<file path="config.mk">
export PLATFORM = sky130hd
export DESIGN_NAME = nvm_status_top
export DESIGN_NICKNAME = d
export VERILOG_FILES = /design/src/rtl/nvm_status_pkg.sv /design/src/rtl/nvm_status_ctrl.sv /design/src/rtl/nvm_status_dp.sv /design/src/rtl/nvm_status_top.sv
export SDC_FILE = /design/constraint.sdc
export NUM_CORES = 1
export LEC_CHECK = 0
export ABC_CLOCK_PERIOD_IN_PS = 3000
export BUFFER_PORTS_ARGS = -buffer_cell sky130_fd_sc_hd__buf_2
export CAP_MARGIN = 20
export CORE_MARGIN = 3
export CORE_UTILIZATION = 50
export DETAILED_ROUTE_END_ITERATION = 10
export HOLD_SLACK_MARGIN = 0.1
export PLACE_DENSITY_LB_ADDON = 0.1
export SYNTH_ARGS = -nofsm -noshare
export SYNTH_HDL_FRONTEND = slang
export SYNTH_SLANG_ARGS = --single-unit
</file>
<file path="constraint.sdc">
create_clock -name clk -period 3 [get_ports clk]
set_input_delay 0.6 -clock clk [delete_from_list [all_inputs] [get_ports clk]]
set_output_delay 0.6 -clock clk [all_outputs]
set_load 0.005 [all_outputs]
</file>
<file path="src/rtl/nvm_status_pkg.sv">
package nvm_status_pkg;

  localparam int unsigned STAT_W   = 8;
  localparam int unsigned LOCK_POS = 7;
  localparam int unsigned WEL_POS  = 1;
  localparam int unsigned WIP_POS  = 0;

  // bits backed by non-volatile cells: status-lock and the two block-protect bits
  localparam logic [STAT_W-1:0] NV_MASK = 8'b1000_1100;

  typedef struct packed {
    logic captureStat; // latch incoming status byte for a pending update
    logic commitStat;  // move pending byte into the protection bits
    logic loadRead;    // snapshot the status byte for the reader
  } dpStrobe_t;

endpackage

</file>
<file path="src/rtl/nvm_status_ctrl.sv">
module nvm_status_ctrl
  import nvm_status_pkg::*;
#(
  parameter int unsigned WCYCLES = 8
) (
  input  logic      clk,
  input  logic      rstN,
  input  logic      cmdWrEn,
  input  logic      cmdWrDis,
  input  logic      cmdRdStat,
  input  logic      cmdWrStat,
  input  logic      cmdDataWr,
  input  logic      cmdIdWr,
  input  logic      cmdIdLock,
  input  logic      wpN,
  input  logic      lockNow,
  output logic      wel,
  output logic      wip,
  output logic      writeGo,
  output dpStrobe_t strb
);

  localparam int unsigned CNT_W = (WCYCLES > 1) ? $clog2(WCYCLES) : 1;
  localparam logic [CNT_W-1:0] CNT_LOAD = CNT_W'(WCYCLES - 1);

  logic [CNT_W-1:0] cnt;
  logic statPending;
  logic statLocked;
  logic otherWrite;
  logic accept;
  logic cycleDone;

  assign statLocked = lockNow & ~wpN;
  assign otherWrite = cmdDataWr | cmdIdWr | cmdIdLock;
  assign accept     = !wip && wel && (otherWrite || (cmdWrStat && !statLocked));
  assign cycleDone  = wip && (cnt == '0);

  always_comb begin
    strb.captureStat = accept && cmdWrStat;
    strb.commitStat  = cycleDone && statPending;
    strb.loadRead    = cmdRdStat;
  end

  always_ff @(posedge clk or negedge rstN) begin
    if (!rstN) begin
      wip         <= 1'b0;
      cnt         <= '0;
      wel         <= 1'b0;
      writeGo     <= 1'b0;
      statPending <= 1'b0;
    end else begin
      writeGo <= accept;
      if (accept) begin
        wip         <= 1'b1;
        cnt         <= CNT_LOAD;
        statPending <= cmdWrStat;
      end else if (cycleDone) begin
        wip         <= 1'b0;
        wel         <= 1'b0;
        statPending <= 1'b0;
      end else if (wip) begin
        cnt <= cnt - 1'b1;
      end else if (cmdWrEn) begin
        wel <= 1'b1;
      end else if (cmdWrDis) begin
        wel <= 1'b0;
      end
    end
  end

  // busy only starts from a strobe that saw the latch set and the block idle
  p_start_needs_wel_r5: assert property (@(posedge clk) disable iff (!rstN)
    $rose(wip) |-> $past(wel) && $past(!wip));

  // latch must be clear once busy drops
  p_wel_cleared_r7: assert property (@(posedge clk) disable iff (!rstN)
    $fell(wip) |-> !wel);

  // nothing disturbs busy or the latch before the counter runs out
  p_busy_hold_r10: assert property (@(posedge clk) disable iff (!rstN)
    (wip && cnt != '0) |=> wip && wel);

  p_go_with_busy_r6: assert property (@(posedge clk) disable iff (!rstN)
    writeGo |-> wip);

endmodule

</file>
<file path="src/rtl/nvm_status_dp.sv">
module nvm_status_dp
  import nvm_status_pkg::*;
(
  input  logic              clk,
  input  logic              rstN,
  input  dpStrobe_t         strb,
  input  logic [STAT_W-1:0] wrData,
  input  logic              wel,
  input  logic              wip,
  output logic              lockNow,
  output logic [STAT_W-1:0] statusData,
  output logic              statusValid
);

  // stand-ins for non-volatile cells: deliberately outside the reset domain
  logic [STAT_W-1:0] nvByte;
  logic [STAT_W-1:0] pendByte;
  logic [STAT_W-1:0] liveByte;

  always_ff @(posedge clk) begin
    if (strb.captureStat) pendByte <= wrData & NV_MASK;
    if (strb.commitStat)  nvByte   <= pendByte;
  end

  assign lockNow = nvByte[LOCK_POS];

  always_comb begin
    liveByte          = nvByte & NV_MASK;
    liveByte[WEL_POS] = wel;
    liveByte[WIP_POS] = wip;
  end

  always_ff @(posedge clk or negedge rstN) begin
    if (!rstN) begin
      statusData  <= '0;
      statusValid <= 1'b0;
    end else begin
      statusValid <= strb.loadRead;
      if (strb.loadRead) statusData <= liveByte;
    end
  end

  p_zero_bits_r2: assert property (@(posedge clk) disable iff (!rstN)
    statusValid |-> statusData[6:4] == 3'b000);

  p_valid_pulse_r1: assert property (@(posedge clk) disable iff (!rstN)
    statusValid |-> $past(strb.loadRead));

  p_nv_stable_r9: assert property (@(posedge clk) disable iff (!rstN)
    !strb.commitStat |=> $stable(nvByte & NV_MASK));

endmodule

</file>
<file path="src/rtl/nvm_status_top.sv">
module nvm_status_top
  import nvm_status_pkg::*;
#(
  parameter int unsigned WCYCLES = 8
) (
  input  logic       clk,
  input  logic       rstN,
  input  logic       cmdWrEn,
  input  logic       cmdWrDis,
  input  logic       cmdRdStat,
  input  logic       cmdWrStat,
  input  logic       cmdDataWr,
  input  logic       cmdIdWr,
  input  logic       cmdIdLock,
  input  logic [7:0] wrData,
  input  logic       wpN,
  output logic [7:0] statusData,
  output logic       statusValid,
  output logic       writeGo
);

  dpStrobe_t strb;
  logic wel;
  logic wip;
  logic lockNow;

  nvm_status_ctrl #(.WCYCLES(WCYCLES)) u_ctrl (
    .clk(clk), .rstN(rstN),
    .cmdWrEn(cmdWrEn), .cmdWrDis(cmdWrDis), .cmdRdStat(cmdRdStat),
    .cmdWrStat(cmdWrStat), .cmdDataWr(cmdDataWr), .cmdIdWr(cmdIdWr),
    .cmdIdLock(cmdIdLock), .wpN(wpN), .lockNow(lockNow),
    .wel(wel), .wip(wip), .writeGo(writeGo), .strb(strb)
  );

  nvm_status_dp u_dp (
    .clk(clk), .rstN(rstN), .strb(strb), .wrData(wrData),
    .wel(wel), .wip(wip), .lockNow(lockNow),
    .statusData(statusData), .statusValid(statusValid)
  );

endmodule

</file>
Yosys cells after proc, flatten, opt, wreduce, memory -nomap -nowiden --
Cells that the tools add are included.
Cells by class: add/subtract/negate cells 1, equality and inequality tests 2, muxes and demuxes 10, bitwise operators 5, reduce and logical (&&, ||, !) cells 15
Operators by type and width (count):
- 2-to-1 mux 3 bit | 3
- 2-to-1 mux 1 bit | 7
- logical AND 1 bit | 6
- nonzero test 2 bit | 2
- logical NOT 3 bit | 1
- AND reduction 3 bit | 1
- nonzero test 3 bit | 1
- subtractor 3 x 1 -> 3 bit (second input constant) | 1
- logical NOT 1 bit | 2
- inequality test 2 x 1 -> 1 bit (second input constant) | 1
- inequality test 2 bit (second input constant) | 1
- NOT 1 bit | 2
- bitwise OR 1 bit | 2
- AND reduction 2 bit | 1
- AND 1 bit | 1
- logical OR 1 bit | 1
Storage, ports and cells: flip-flop bits (word level) 19, input port bits 18, output and inout port bits 10, word-level logic and storage cells 42

Logic depth before layout (Yosys ltp) --
depth in word-level cells 8, depth in mapped cells 6, gate-level depth less buffers 5

Hierarchy --
From an unflattened synthesis, not the netlist that was laid out.
Second synthesis, totals: cells, all modules 57, area total of the unflattened synthesis 808.3 um2
By module, submodules not included:
- nvm_status_dp | times used 1, cells an instance 21, area an instance 412.9 um2, sequential area each 330.3 um2
- nvm_status_ctrl | times used 1, cells an instance 36, area an instance 395.4 um2, sequential area each 175.2 um2

Worst setup path after synthesis --
Ideal clock, no wire load.
path type input to register, start point in cmdIdWr, end point reg u_dp.pendByte[2] (enable), library setup time 256 ps, arrival 1125 ps, required time 2744 ps, slack 1619 ps, cell stages on the path 3, buffers on the path 0, cell sequence nor3_2 > a21boi_4 > nor2_1
RTL lines:
- start: declaration | line nvm_status_top.sv:13 | input logic cmdIdWr,
- end signal: assignment | line nvm_status_dp.sv:21 | if (strb.captureStat) pendByte <= wrData & NV_MASK;
- end: declaration | line nvm_status_dp.sv:17 | logic [STAT_W-1:0] pendByte;

==> key figures <==
Clock tree
  • CTS H-tree lvls: 1
  • Worst-skew pair later-pin latency: 0.29 ns
  • Worst-path clk slew: roughly 0.10 ns
  • Clock Tree Buf Depth: 2
  • TritonCTS clock tree: built
  • CTS hold repair buffers: 0
  • Clock tree root driver cell: clkbuf_4
  • Num CTS Buffers: 3
  • Sink Count: 19
  • Postcts setup bufs: 0
  • CTS resizes: 0

Global route
  • Largest net degree at the start of global routing: 14
  • Vias in the first global route: approximately 490
  • Total GRT Usage: between 10 and 15%
  • Grt ovf: 0
  • First-pass GRT wire length: between 2 and 2.5 mm
  • Antenna violations before repair: 0

Floorplan
  • Total core area: roughly 1500 um2
  • DIE HEIGHT: approximately 47 um
  • Row count: 14
  • IO Count: 28
  • Die W: between 40 and 50 um
  • Starting Density: between 50 and 60%
  • Die area: roughly 2200 um2

Routing
  • DR vias: just over 500
  • Aggregate routed wire length: between 1 and 1.5 mm
  • Drt first pass iters: 4
  • Vias per inst: 5.23
  • Wire length per cell: 13.2 um
  • Antenna-violating nets left: 0
  • # DRC: 0
  • Initial DRC count: 2

Power and ir drop
  • Pleak: about 0.44 nW
  • Pwr per Cell Area: between 700 and 800 nW/um2
  • Max IR drop VDD: roughly 0.00048 V
  • Overall Power: approximately 0.72 mW

Timing
  • Setup TNS Final: 0 ns
  • Final cycle utilization of the critical path: between 40% and 50%
  • RSZ-0062 raised after global routing: no
  • Final worst path period need: around 1.4 ns
  • Setup violations, final: 0
  • Max Slew Vio Count: 0
  • Final Hold Viols: 0
  • Final WS setup: around 1.6 ns
  • Achievable Freq: between 700 and 800 MHz
  • Clock Skews: roughly 0.0047 ns

Final layout
  • FILL cells: about 130
  • Share of cells above drive strength 1: a little under two fifths
  • Most frequent cells in the layout: buf_2 (19), dfrtp_1 (13), edfxtp_1 (6)
  • Ant diodes: 0
  • Final nets: between 100 and 150
  • Design area: ~940 um2
  • Commonest non-fill, non-tap cell in the layout: buf_2
  • Area grow syn2layout: 13.3%

Critical path
  • Max Fanout on Critical Path: 8
  • Critical Path RT: around 3.0 ns
  • Critical path endpoint category: register
  • Reg2reg path depth: 4
  • R2R setup slack: between 1.5 and 2 ns
  • CP Class: register to register
  • Worst R2R End: u_dp.nvByte[2]
  • Data arrival, critical path: ~1.4 ns
  • Startpoint Class: register
  • R2R Path Start: u_ctrl.cnt[0]

Yosys
  • Seq/Total Area, Yosys: 60.9%
  • Syn avg cell area: about 13 um2
  • Yosys warnings: 0
  • Synth unique cells: 28
  • Leading area contributor after synthesis: dfrtp_1
  • Yosys reg bits: 19
  • Top cell type's share of synthesized area: approximately two fifths
  • Synth Instances: 63
  • Top cells by area, synth: dfrtp_1 (39%), edfxtp_1 (22%), mux2_2 (6.8%), ha_1 (3.0%), buf_4 (2.7%)
  • Cell Area, Synth: between 800 and 900 um2

Status
  • Outcome: finished, final reports clean

Placement
  • PortBufs: 19
  • DP HPWL: approximately 1000 um
  • Place WS: about 1.4 ns
  • Cell area after placement: about 910 um2
  • GP Congestion: approximately 0.7

Min path
  • Hold Crit Class: input port to async pin

Run
  • MaxCap Viol Count: 0
[how the worst max path moves through the flow]
stage | startpoint | end | slack, ns | cells after the start
floorplan | cmdIdWr | u_dp.pendByte[2] | 1.62 | 3
CTS | u_dp.statusData[0] | statusData[0] | 1.58 | 1
global route | u_ctrl.cnt[0] | u_dp.nvByte[2] | 1.51 | 4
global placement | cmdIdWr | u_dp.pendByte[3] | 1.41 | 4
detailed placement | cmdIdWr | u_dp.pendByte[3] | 1.37 | 4
finish | u_ctrl.cnt[0] | u_dp.nvByte[2] | 1.60 | 4
[flip-flops by register name, summed over array words and instances, names as in the netlist]
register and count:
u_ctrl.cnt 3, u_ctrl.statPending 1, u_ctrl.wel 1, u_ctrl.wip 1, u_ctrl.writeGo 1, u_dp.nvByte 3, u_dp.pendByte 3, u_dp.statusData 5
u_dp.statusValid 1
[metrics by stage]
step	std cells	hold slack, ns	utilization [%]
floorplan	65	0.304	-
global placement	95	0.401	59.3
detailed placement	95	0.405	59.3
CTS	99	0.183	61.0
global route	99	0.173	61.0
finish	99	0.177	61.0
[worst max-delay path: stages (launching register included)]
cell and delay [ns]:
dfrtp_1 0.39, inv_1 0.11, ha_1 0.24, nand2b_4 0.11, nor2_1 0.25
[synth_stat cells, drive strengths merged]
master and number:
and3 1, a21boi 1, mux2i 1, a21o 1
inv 3, a311oi 1, o22ai 1, o221ai 1
nor3b 1, and2b 1, conb 1, mux2 5
ha 2, a21oi 1, nor3 1, nor2 4
nand3 2, nand2b 3, o311ai 1, dfrtp 13
nand2 3, buf 5, edfxtp 6, o21ai 4
[layout make-up]
class	instances	area, um2	share of cell area (%)
multi-input combinational	38	282	30.0
timing repair buffer	19	95.1	10.1
sequential	19	505	53.8
clock buffer	4	26.3	2.80
inverter	3	11.3	1.20
tap	16	20.0	2.13
[logic make-up (layout without fill, tap and decap cells)]
logic type                 Yosys count  count (layout)  synth area share [%]
DFF                                 19              19                  60.9
and+or+nand+nor                     16              16                  11.3
AOI/OAI and AO/OA                   11              11                  10.3
buffers and inverters                8              26                  6.03
muxes                                6               6                  7.99
adders and majority gates            2               2                  3.02
other                                1               3                 0.452
[power by group]
part	switching [mW]	internal, mW	leakage [nW]
sequential	0.0509	0.336	0.203
combinational	0.104	0.110	0.217
clock	0.0690	0.0517	0.0150
total	0.223	0.498	0.435
[routing by layer]
metal / vias to the layer above / global-route usage [%] / share of wire [%] / wire length (um)
met5: - / 0 / 0 / 0
met4: 0 / 1.66 / 0.69 / 9
met3: 2 / 6.90 / 9.2 / 120
met2: 23 / 23.1 / 47 / 610
met1: 238 / 17.7 / 43 / 566
li1: 255 / - / - / -
Power figures use the tool's default switching activity.
